===== src/rtl/chan_cmd_queue_pkg.sv =====
package chan_cmd_queue_pkg;
  // strobes from control to datapath, one per ring operation
  typedef struct packed {
    logic cmdPush;
    logic cmdPop;
    logic rspPush;
    logic rspPop;
  } qStrobe_t;
endpackage


===== src/rtl/chan_cmd_queue_ctrl.sv =====
module chan_cmd_queue_ctrl
  import chan_cmd_queue_pkg::*;
#(
  parameter int DEPTH = 4,
  localparam int PTR_W = (DEPTH > 1) ? $clog2(DEPTH) : 1,
  localparam int CNT_W = $clog2(DEPTH + 1)
) (
  input  logic             clk,
  input  logic             rstN,
  input  logic             hostWrValid,
  input  logic             txReady,
  input  logic             rspValid,
  input  logic             hostRdReq,
  input  logic             statusRd,
  output qStrobe_t         strb,
  output logic [PTR_W-1:0] cmdWrPtr,
  output logic [PTR_W-1:0] cmdRdPtr,
  output logic [PTR_W-1:0] rspWrPtr,
  output logic [PTR_W-1:0] rspRdPtr,
  output logic             txValid,
  output logic             cmdFull,
  output logic             cmdEmpty,
  output logic [CNT_W-1:0] cmdCount,
  output logic             rspFull,
  output logic             rspEmpty,
  output logic [CNT_W-1:0] rspCount,
  output logic             overflow
);
  localparam logic [CNT_W:0] DEPTH_S = (CNT_W + 1)'(DEPTH);

  logic [CNT_W-1:0] inFlight;
  logic             gateOpen;
  logic             dropWr;

  function automatic logic [PTR_W-1:0] bump(input logic [PTR_W-1:0] p);
    return (p == PTR_W'(DEPTH - 1)) ? '0 : p + 1'b1;
  endfunction

  assign cmdFull  = (cmdCount == CNT_W'(DEPTH));
  assign cmdEmpty = (cmdCount == '0);
  assign rspFull  = (rspCount == CNT_W'(DEPTH));
  assign rspEmpty = (rspCount == '0);

  // a reply slot must be free for every command on the bus
  assign gateOpen = ({1'b0, rspCount} + {1'b0, inFlight}) < DEPTH_S;
  assign txValid  = !cmdEmpty && gateOpen;
  assign dropWr   = hostWrValid && cmdFull;

  always_comb begin
    strb.cmdPush = hostWrValid && !cmdFull;
    strb.cmdPop  = txValid && txReady;
    strb.rspPush = rspValid && (inFlight != '0);
    strb.rspPop  = hostRdReq && !rspEmpty;
  end

  always_ff @(posedge clk) begin
    if (!rstN) begin
      cmdWrPtr <= '0;
      cmdRdPtr <= '0;
      rspWrPtr <= '0;
      rspRdPtr <= '0;
      cmdCount <= '0;
      rspCount <= '0;
      inFlight <= '0;
      overflow <= 1'b0;
    end else begin
      if (strb.cmdPush) cmdWrPtr <= bump(cmdWrPtr);
      if (strb.cmdPop)  cmdRdPtr <= bump(cmdRdPtr);
      if (strb.rspPush) rspWrPtr <= bump(rspWrPtr);
      if (strb.rspPop)  rspRdPtr <= bump(rspRdPtr);
      cmdCount <= cmdCount + CNT_W'(strb.cmdPush) - CNT_W'(strb.cmdPop);
      rspCount <= rspCount + CNT_W'(strb.rspPush) - CNT_W'(strb.rspPop);
      inFlight <= inFlight + CNT_W'(strb.cmdPop) - CNT_W'(strb.rspPush);
      if (dropWr)        overflow <= 1'b1;
      else if (statusRd) overflow <= 1'b0;
    end
  end

  AST_CMD_BOUND: assert property (@(posedge clk) disable iff (!rstN)
    cmdCount <= CNT_W'(DEPTH));
  AST_TX_HOLD: assert property (@(posedge clk) disable iff (!rstN)
    (txValid && !txReady) |=> (txValid && $stable(cmdRdPtr)));
  AST_DROP_FLAG: assert property (@(posedge clk) disable iff (!rstN)
    (hostWrValid && cmdFull) |=> overflow);
  AST_RSP_ROOM: assert property (@(posedge clk) disable iff (!rstN)
    (rspValid && inFlight != '0) |-> !rspFull);
  AST_FLAG_CLEAR: assert property (@(posedge clk) disable iff (!rstN)
    (statusRd && !(hostWrValid && cmdFull)) |=> !overflow);
endmodule


===== src/rtl/chan_cmd_queue_dpath.sv =====
module chan_cmd_queue_dpath
  import chan_cmd_queue_pkg::*;
#(
  parameter int DEPTH  = 4,
  parameter int CMD_W  = 16,
  parameter int KIND_W = 2,
  parameter int RSP_W  = 16,
  localparam int PTR_W = (DEPTH > 1) ? $clog2(DEPTH) : 1
) (
  input  logic              clk,
  input  logic              rstN,
  input  qStrobe_t          strb,
  input  logic [PTR_W-1:0]  cmdWrPtr,
  input  logic [PTR_W-1:0]  cmdRdPtr,
  input  logic [PTR_W-1:0]  rspWrPtr,
  input  logic [PTR_W-1:0]  rspRdPtr,
  input  logic [CMD_W-1:0]  hostWrCmd,
  input  logic [KIND_W-1:0] hostWrKind,
  input  logic              longWord,
  input  logic [RSP_W-1:0]  rspData,
  output logic [CMD_W-1:0]  txCmd,
  output logic [KIND_W-1:0] txKind,
  output logic              txLong,
  output logic [RSP_W-1:0]  hostRdData
);
  typedef struct packed {
    logic [CMD_W-1:0]  cmd;
    logic [KIND_W-1:0] kind;
    logic              isLong;
  } cmdEntry_t;

  cmdEntry_t        cmdMem [DEPTH];
  logic [RSP_W-1:0] rspMem [DEPTH];
  cmdEntry_t        newEntry;

  // the word format only matters for FIFO kinds (top kind bit set)
  always_comb begin
    newEntry.cmd    = hostWrCmd;
    newEntry.kind   = hostWrKind;
    newEntry.isLong = hostWrKind[KIND_W-1] & longWord;
  end

  for (genvar s = 0; s < DEPTH; s++) begin : g_slot
    always_ff @(posedge clk) begin
      if (!rstN) begin
        cmdMem[s] <= '0;
        rspMem[s] <= '0;
      end else begin
        if (strb.cmdPush && cmdWrPtr == PTR_W'(s)) cmdMem[s] <= newEntry;
        if (strb.rspPush && rspWrPtr == PTR_W'(s)) rspMem[s] <= rspData;
      end
    end
  end

  assign txCmd      = cmdMem[cmdRdPtr].cmd;
  assign txKind     = cmdMem[cmdRdPtr].kind;
  assign txLong     = cmdMem[cmdRdPtr].isLong;
  assign hostRdData = rspMem[rspRdPtr];

  AST_HEAD_STABLE: assert property (@(posedge clk) disable iff (!rstN)
    (!strb.cmdPop && !strb.cmdPush) |=> $stable(txCmd));
  AST_RSP_HEAD_STABLE: assert property (@(posedge clk) disable iff (!rstN)
    (!strb.rspPop && !strb.rspPush) |=> $stable(hostRdData));
endmodule


===== src/rtl/chan_cmd_queue.sv =====
module chan_cmd_queue
  import chan_cmd_queue_pkg::*;
#(
  parameter int DEPTH  = 4,
  parameter int CMD_W  = 16,
  parameter int KIND_W = 2,
  parameter int RSP_W  = 16,
  localparam int PTR_W = (DEPTH > 1) ? $clog2(DEPTH) : 1,
  localparam int CNT_W = $clog2(DEPTH + 1)
) (
  input  logic              clk,
  input  logic              rstN,
  input  logic              hostWrValid,
  input  logic [CMD_W-1:0]  hostWrCmd,
  input  logic [KIND_W-1:0] hostWrKind,
  input  logic              longWord,
  input  logic              statusRd,
  output logic              txValid,
  input  logic              txReady,
  output logic [CMD_W-1:0]  txCmd,
  output logic [KIND_W-1:0] txKind,
  output logic              txLong,
  input  logic              rspValid,
  input  logic [RSP_W-1:0]  rspData,
  input  logic              hostRdReq,
  output logic [RSP_W-1:0]  hostRdData,
  output logic              cmdFull,
  output logic              cmdEmpty,
  output logic [CNT_W-1:0]  cmdCount,
  output logic              rspFull,
  output logic              rspEmpty,
  output logic [CNT_W-1:0]  rspCount,
  output logic              overflow
);
  qStrobe_t         strb;
  logic [PTR_W-1:0] cmdWrPtr, cmdRdPtr, rspWrPtr, rspRdPtr;

  chan_cmd_queue_ctrl #(.DEPTH(DEPTH)) u_ctrl (
    .clk(clk), .rstN(rstN), .hostWrValid(hostWrValid), .txReady(txReady),
    .rspValid(rspValid), .hostRdReq(hostRdReq), .statusRd(statusRd),
    .strb(strb), .cmdWrPtr(cmdWrPtr), .cmdRdPtr(cmdRdPtr),
    .rspWrPtr(rspWrPtr), .rspRdPtr(rspRdPtr), .txValid(txValid),
    .cmdFull(cmdFull), .cmdEmpty(cmdEmpty), .cmdCount(cmdCount),
    .rspFull(rspFull), .rspEmpty(rspEmpty), .rspCount(rspCount),
    .overflow(overflow)
  );

  chan_cmd_queue_dpath #(
    .DEPTH(DEPTH), .CMD_W(CMD_W), .KIND_W(KIND_W), .RSP_W(RSP_W)
  ) u_dpath (
    .clk(clk), .rstN(rstN), .strb(strb), .cmdWrPtr(cmdWrPtr),
    .cmdRdPtr(cmdRdPtr), .rspWrPtr(rspWrPtr), .rspRdPtr(rspRdPtr),
    .hostWrCmd(hostWrCmd), .hostWrKind(hostWrKind), .longWord(longWord),
    .rspData(rspData), .txCmd(txCmd), .txKind(txKind), .txLong(txLong),
    .hostRdData(hostRdData)
  );
endmodule


===== config.mk =====
export PLATFORM = sky130hd
export DESIGN_NAME = chan_cmd_queue
export DESIGN_NICKNAME = d
export VERILOG_FILES = /design/src/rtl/chan_cmd_queue_pkg.sv /design/src/rtl/chan_cmd_queue_ctrl.sv /design/src/rtl/chan_cmd_queue_dpath.sv /design/src/rtl/chan_cmd_queue.sv
export SDC_FILE = /design/constraint.sdc
export NUM_CORES = 1
export LEC_CHECK = 0
export ABC_AREA = 1
export CORE_MARGIN = 4
export CORE_UTILIZATION = 44
export CTS_BUF_LIST = sky130_fd_sc_hd__clkbuf_4 sky130_fd_sc_hd__clkbuf_8 sky130_fd_sc_hd__clkbuf_16
export CTS_CLUSTER_DIAMETER = 30
export DETAILED_ROUTE_END_ITERATION = 10
export MAX_ROUTING_LAYER = met4
export PLACE_DENSITY = 0.65
export SETUP_SLACK_MARGIN = 0.2
export SLEW_MARGIN = 40
export SYNTH_ARGS = -nofsm -noshare
export SYNTH_HDL_FRONTEND = slang
export SYNTH_SLANG_ARGS = --single-unit

===== constraint.sdc =====
create_clock -name clk -period 2.4 [get_ports clk]
set_input_delay 0.72 -clock clk [delete_from_list [all_inputs] [get_ports clk]]
set_output_delay 0.72 -clock clk [all_outputs]
set_load 0.03 [all_outputs]

Word level (Yosys, flattened, before mapping)
Memories as Yosys holds them, arrays and structs flattened. A register that Yosys moved wholly into a read port is not among the register bits.
Cells that the tools add are included.
{ "totals": {"reg_bits": 18, "ramBits": 140, "inputBits": 42, "out_inout_bits": 47, "word_cells": 107, "mem_count": 2} }
{ "classes": {"add_sub_neg": 11, "magnitude_cmp": 1, "n_eq_ne": 10, "muxes": 43, "bitwise": 9, "n_reduce_logical": 23} }
{ "memory_table": {"columns": ["name", "depth", "word_bits", "rd", "rd_ports_with_merged_regs", "wr", "line_no", "rtl"], "rows": [
  ["u_dpath.cmdMem", 4, 19, 1, 1, 4, "chan_cmd_queue_dpath.sv:32", "cmdEntry_t cmdMem [DEPTH];"],
  ["u_dpath.rspMem", 4, 16, 1, 1, 4, "chan_cmd_queue_dpath.sv:33", "logic [RSP_W-1:0] rspMem [DEPTH];"]
]} }
{ "ops": {"columns": ["operator", "count"], "rows": [
  ["19-bit 2-to-1 mux", 4],
  ["16-bit 2-to-1 mux", 4],
  ["1-bit 2-to-1 mux", 27],
  ["2-bit 2-to-1 mux", 8],
  ["1-bit logical AND", 14],
  ["2-bit == test, second input constant", 6],
  ["3-bit by 1-bit adder with 3-bit output", 3],
  ["3-bit by 1-bit subtractor with 3-bit output", 3],
  ["2-bit by 1-bit adder with 2-bit output, second input constant", 4],
  ["1-bit bitwise OR", 8],
  ["3-bit == test, second input constant", 2],
  ["3-bit logical NOT", 2],
  ["3-bit by 3-bit adder with 4-bit output", 1],
  ["2-bit by 1-bit == test with 1-bit output, second input constant", 2],
  ["2-bit logical NOT", 2],
  ["4-bit by 3-bit less-than comparator with 1-bit output, second input constant", 1],
  ["1-bit logical NOT", 3],
  ["3-bit nonzero test", 1],
  ["2-bit nonzero test", 1],
  ["1-bit bitwise AND", 1]
]} }

Depth between registers and ports, before layout
{ "depth": {"depth_word": 8, "mapped_depth": 14, "mapped_depth_nobuf": 14} }

Cells and area by module
From an unflattened synthesis, not the netlist that was laid out.
{ "unflattened": {"hier_cells": 902, "hier_area_um2": 7935.1} }
{ "by_module_without_submodules": {"columns": ["mod", "n_inst", "cells_per_inst", "area_each_um2", "seq_area_each_um2"], "rows": [
  ["chan_cmd_queue_dpath", 1, 769, 6921.6, 4204.0],
  ["chan_cmd_queue_ctrl", 1, 133, 1013.5, 360.3]
]} }

Least setup slack after synthesis
No wires, ideal clock.
{ "synth_path": {"kind": "register -> output", "startpoint": "register u_ctrl.cmdCount[1]", "endpoint": "output port txValid", "t_arrival_ns": 1.658, "required_time_ns": 1.680, "slack_ns": 0.022, "stages_incl_launch_ff": 5, "path_buffers": 0, "path_cell_list": "dfxtp_1 nor2_1 nand2_1 inv_1 nor3_1"} }
{ "synth_via": {"elab_chain_cells": 3} }
{ "synth_rtl": {"columns": ["item", "line_no", "rtl"], "rows": [
  ["start: declaration", "chan_cmd_queue_ctrl.sv:23", "output logic [CNT_W-1:0] cmdCount,"],
  ["start signal: assignment", "chan_cmd_queue_ctrl.sv:71", "cmdCount <= cmdCount + CNT_W'(strb.cmdPush) - CNT_W'(strb.cmdPop);"],
  ["3-bit logical NOT", "chan_cmd_queue_ctrl.sv:40", "assign cmdEmpty = (cmdCount == '0);"],
  ["named net cmdEmpty", "chan_cmd_queue.sv:28", "output logic cmdEmpty,"],
  ["1-bit logical NOT", "chan_cmd_queue_ctrl.sv:46", "assign txValid = !cmdEmpty && gateOpen;"],
  ["1-bit logical AND", "chan_cmd_queue_ctrl.sv:46", null],
  ["end: declaration", "chan_cmd_queue.sv:18", "output logic txValid,"]
]} }
The timed path passes the listed nets, and every way through them passes these cells.

==> metrics.yaml <==
synth:
  synth-warning-count: 0
  synth_top_family_by_area: "simple AND/OR/NAND/NOR gates"
  yosys_register_bits: 162
  synth_cell_type_count: 28
  synthFlopType: "edfxtp_1"
  synth_compound_area_frac: 0.0874
  ys_seq_area_frac: 0.635
  synth_fa_ha_area_frac: 0.0390
  synth_edf_count: 140
  post_synth_instance_area_um2: 7320
  synth_cells: 694
  syn_avg_cell_area_um2: 10.5
  synth_simple_gate_area_share: 0.171
  synth.mux.area_fraction: 0
  xor_xnor_portion_of_the_synthesized_cell_area: 0.00239
  synth_fp_nets: 757
  asyncSetResetFlopFracSynth: 0
sta:
  final-setup-viol-count: 0
  worst_hold_slack_ns: 0.478
  maxClockFrequency_mhz: 434
  transition_time_at_the_pin_with_the_least_slew_margin_ns: 0.329
  setup_ws_ns: 0.0949
  clock-skew-final_ns: 0.00796
  worst_slew_margin_rel: 0.780
  report.final.slew_viol_count: 0
  rsz0062_at_grt: "true"
  layout_min_cycle_time_ns: 2.31
  setup_tns_ns: 0
  timing.final.hold_violations: 0
  post-route-period-util: 0.960
detailed_routing:
  routed_length_per_instance_um: 17.8
  via_count: 5565
  routed.top_layer: "met4"
  iter_0_drt_violations: 359
  antenna_violating_nets_post_route: 0
  met3WireLength_um: 930
  remaining_drc_errors: 0
  viasPerCell: 5.14
  wl_met1_um: 7240
  detail_route.first_pass.iterations: 7
  wirelength_um: 19200
  wl_met2_um: 10700
setup_path:
  worstPathArrival_ns: 1.59
  critical_path_peak_fanout: 7
  category_of_the_worst_setup_path_capture_point: "output port"
  worst_setup_path_start_kind: "flop"
  criticalPathCategory: "reg -> out"
  worst-endpoint-required_ns: 1.68
placed_design:
  io_buf_count: 88
  gpl.final_weighted_congestion: 0.769
  dpl_cell_area_um2: 8640
  detailed_place_hpwl_um: 10400
  place_worst_setup_slack_ns: -0.270
layout:
  areaGrowthSynthToFinish_pct: 45.0
  final_cell_area_um2: 10600
  n_fill_cell: 1182
  layout_common_cells: "nor2_1, edfxtp_1, inv_1"
  nNetsFinal: 917
  drive_above_1_share: 0.353
  n_antenna_cell: 0
  layout_commonest_cell: "nor2_1"
clock_network:
  clock_latency_ns: 0.42
  clock_transition_at_the_registers_of_the_reported_paths_ns: 0.06
  clock_path_buffers: 2
  htree_depth: 4
  cts-hold-fix-buffers: 0
  clkSinkCount: 162
  tritoncts.num_buffers: 17
  tritoncts: "yes"
  clock_tree.root_cell: "clkbuf_16"
grt:
  initial_antenna_violation_count: 0
  global_route.usage.total: 0.207
  grt_overflow: 0
  global_route_wire_length_before_repair_um: 28700
  grt_start_max_net_pins: 30
  grt_pass1_vias: 5708
floorplanning:
  num_rows: 46
  chipHeight_um: 137
  overall_die_area_um2: 18800
  floorplan.initialDensity: 0.454
  die-width_um: 137
  core_area_um2: 16100
  design.portCount: 89
hold_path:
  hp-class: "reg -> reg"
power:
  power-per-cell-area_nw_per_um2: 1220
  total_leakage_power_nw: 4.40
  power.ir.vdd_worst_mv: 0.903
  finalPower_mw: 12.9
run:
  cap_viol_max_count: 0
outcome:
  run_status: "finished, final reports clean"
power by group:
part           switching (mW)  internal, mW  total (mW)
logic                    3.49          2.80        6.29
clock network            1.13          1.66        2.79
registers               0.299          3.56        3.86
critical path: stages (launching register included):
cell     delay [ns]
dfxtp_4        0.42
inv_6          0.06
buf_6          0.13
buf_16         0.14
o21ai_1        0.15
o22ai_2        0.09
buf_4          0.18
timing repair:
action	4_1_cts	5_1_grt
pin swaps	36	35
gates resized for setup	244	140
setup endpoints to repair	48	45
gates cloned	6	2
setup buffers	32	11
cells by family (layout without fill, tap and decap cells):
logic type / Yosys count / after routing
buffers and inverters: 105 / 277
adder cells (fa/ha/maj): 21 / 21
flip-flops: 162 / 162
XOR/XNOR: 2 / 2
AO/OA/AOI/OAI: 119 / 119
AND/OR/NAND/NOR: 285 / 285
area by class of cell:
class / count / area [um2] / area share
timing repair buffer: 171 / 1970 / 0.185
inverter: 75 / 324 / 0.0305
tap: 216 / 270 / 0.0255
clock buffer: 18 / 433 / 0.0408
sequential: 162 / 4670 / 0.440
clock inverter: 13 / 173 / 0.0163
multi-input combinational: 427 / 2770 / 0.261
synthesized netlist by cell type (4+ instances only):
library cell | n | area, um2
inv_1 | 69 | 259
o22ai_1 | 35 | 219
nor2_1 | 214 | 803
nor2_2 | 12 | 75.1
ha_1 | 18 | 225
inv_2 | 4 | 15.0
o21ai_0 | 53 | 265
nand2_1 | 38 | 143
o21ai_1 | 23 | 115
dfxtp_1 | 22 | 440
buf_6 | 8 | 90.1
a21oi_1 | 8 | 40.0
nand3_4 | 8 | 140
edfxtp_1 | 140 | 4200
buf_2 | 9 | 45.0
clkbuf_1 | 12 | 45.0
metrics by stage:
stage,std cells,utilization
2_1_floorplan,694,-
3_3_place_gp,1000,0.536
3_5_place_dp,1000,0.536
4_1_cts,1069,0.625
5_1_grt,1082,0.658
6_report,1082,0.658
final timing paths:
path	startpoint	endpoint	slack, ns	cells after the start
worst max register to register	u_ctrl.rspCount[2]$_SDFF_PN0_	u_ctrl.cmdCount[1]$_SDFF_PN0_	0.18	13
worst min register to register	u_ctrl.overflow$_SDFFE_PN0P_	u_ctrl.overflow$_SDFFE_PN0P_	0.48	2
worst min-delay path	u_ctrl.overflow$_SDFFE_PN0P_	u_ctrl.overflow$_SDFFE_PN0P_	0.48	2
worst max-delay path	flop	hostRdData[2]	0.09	6
sequential cells by signal (all words and copies together), names as in the netlist, named ones only:
signal	cells
u_ctrl.rspWrPtr	2
u_ctrl.cmdRdPtr	2
u_ctrl.overflow	1
u_ctrl.cmdCount	3
u_ctrl.inFlight	3
u_dpath.rspMem	64
u_dpath.cmdMem	76
u_ctrl.rspCount	3
u_ctrl.cmdWrPtr	2
u_ctrl.rspRdPtr	2
per-layer routing:
| layer | vias up | track usage |
|---|---|---|
| met5 | - | - |
| met4 | 0 | 0.0643 |
| met3 | 34 | 0.0449 |
| met2 | 150 | 0.376 |
| met1 | 2722 | 0.225 |
| li1 | 2659 | - |
No activity file was read; power rests on OpenSTA's default activity.
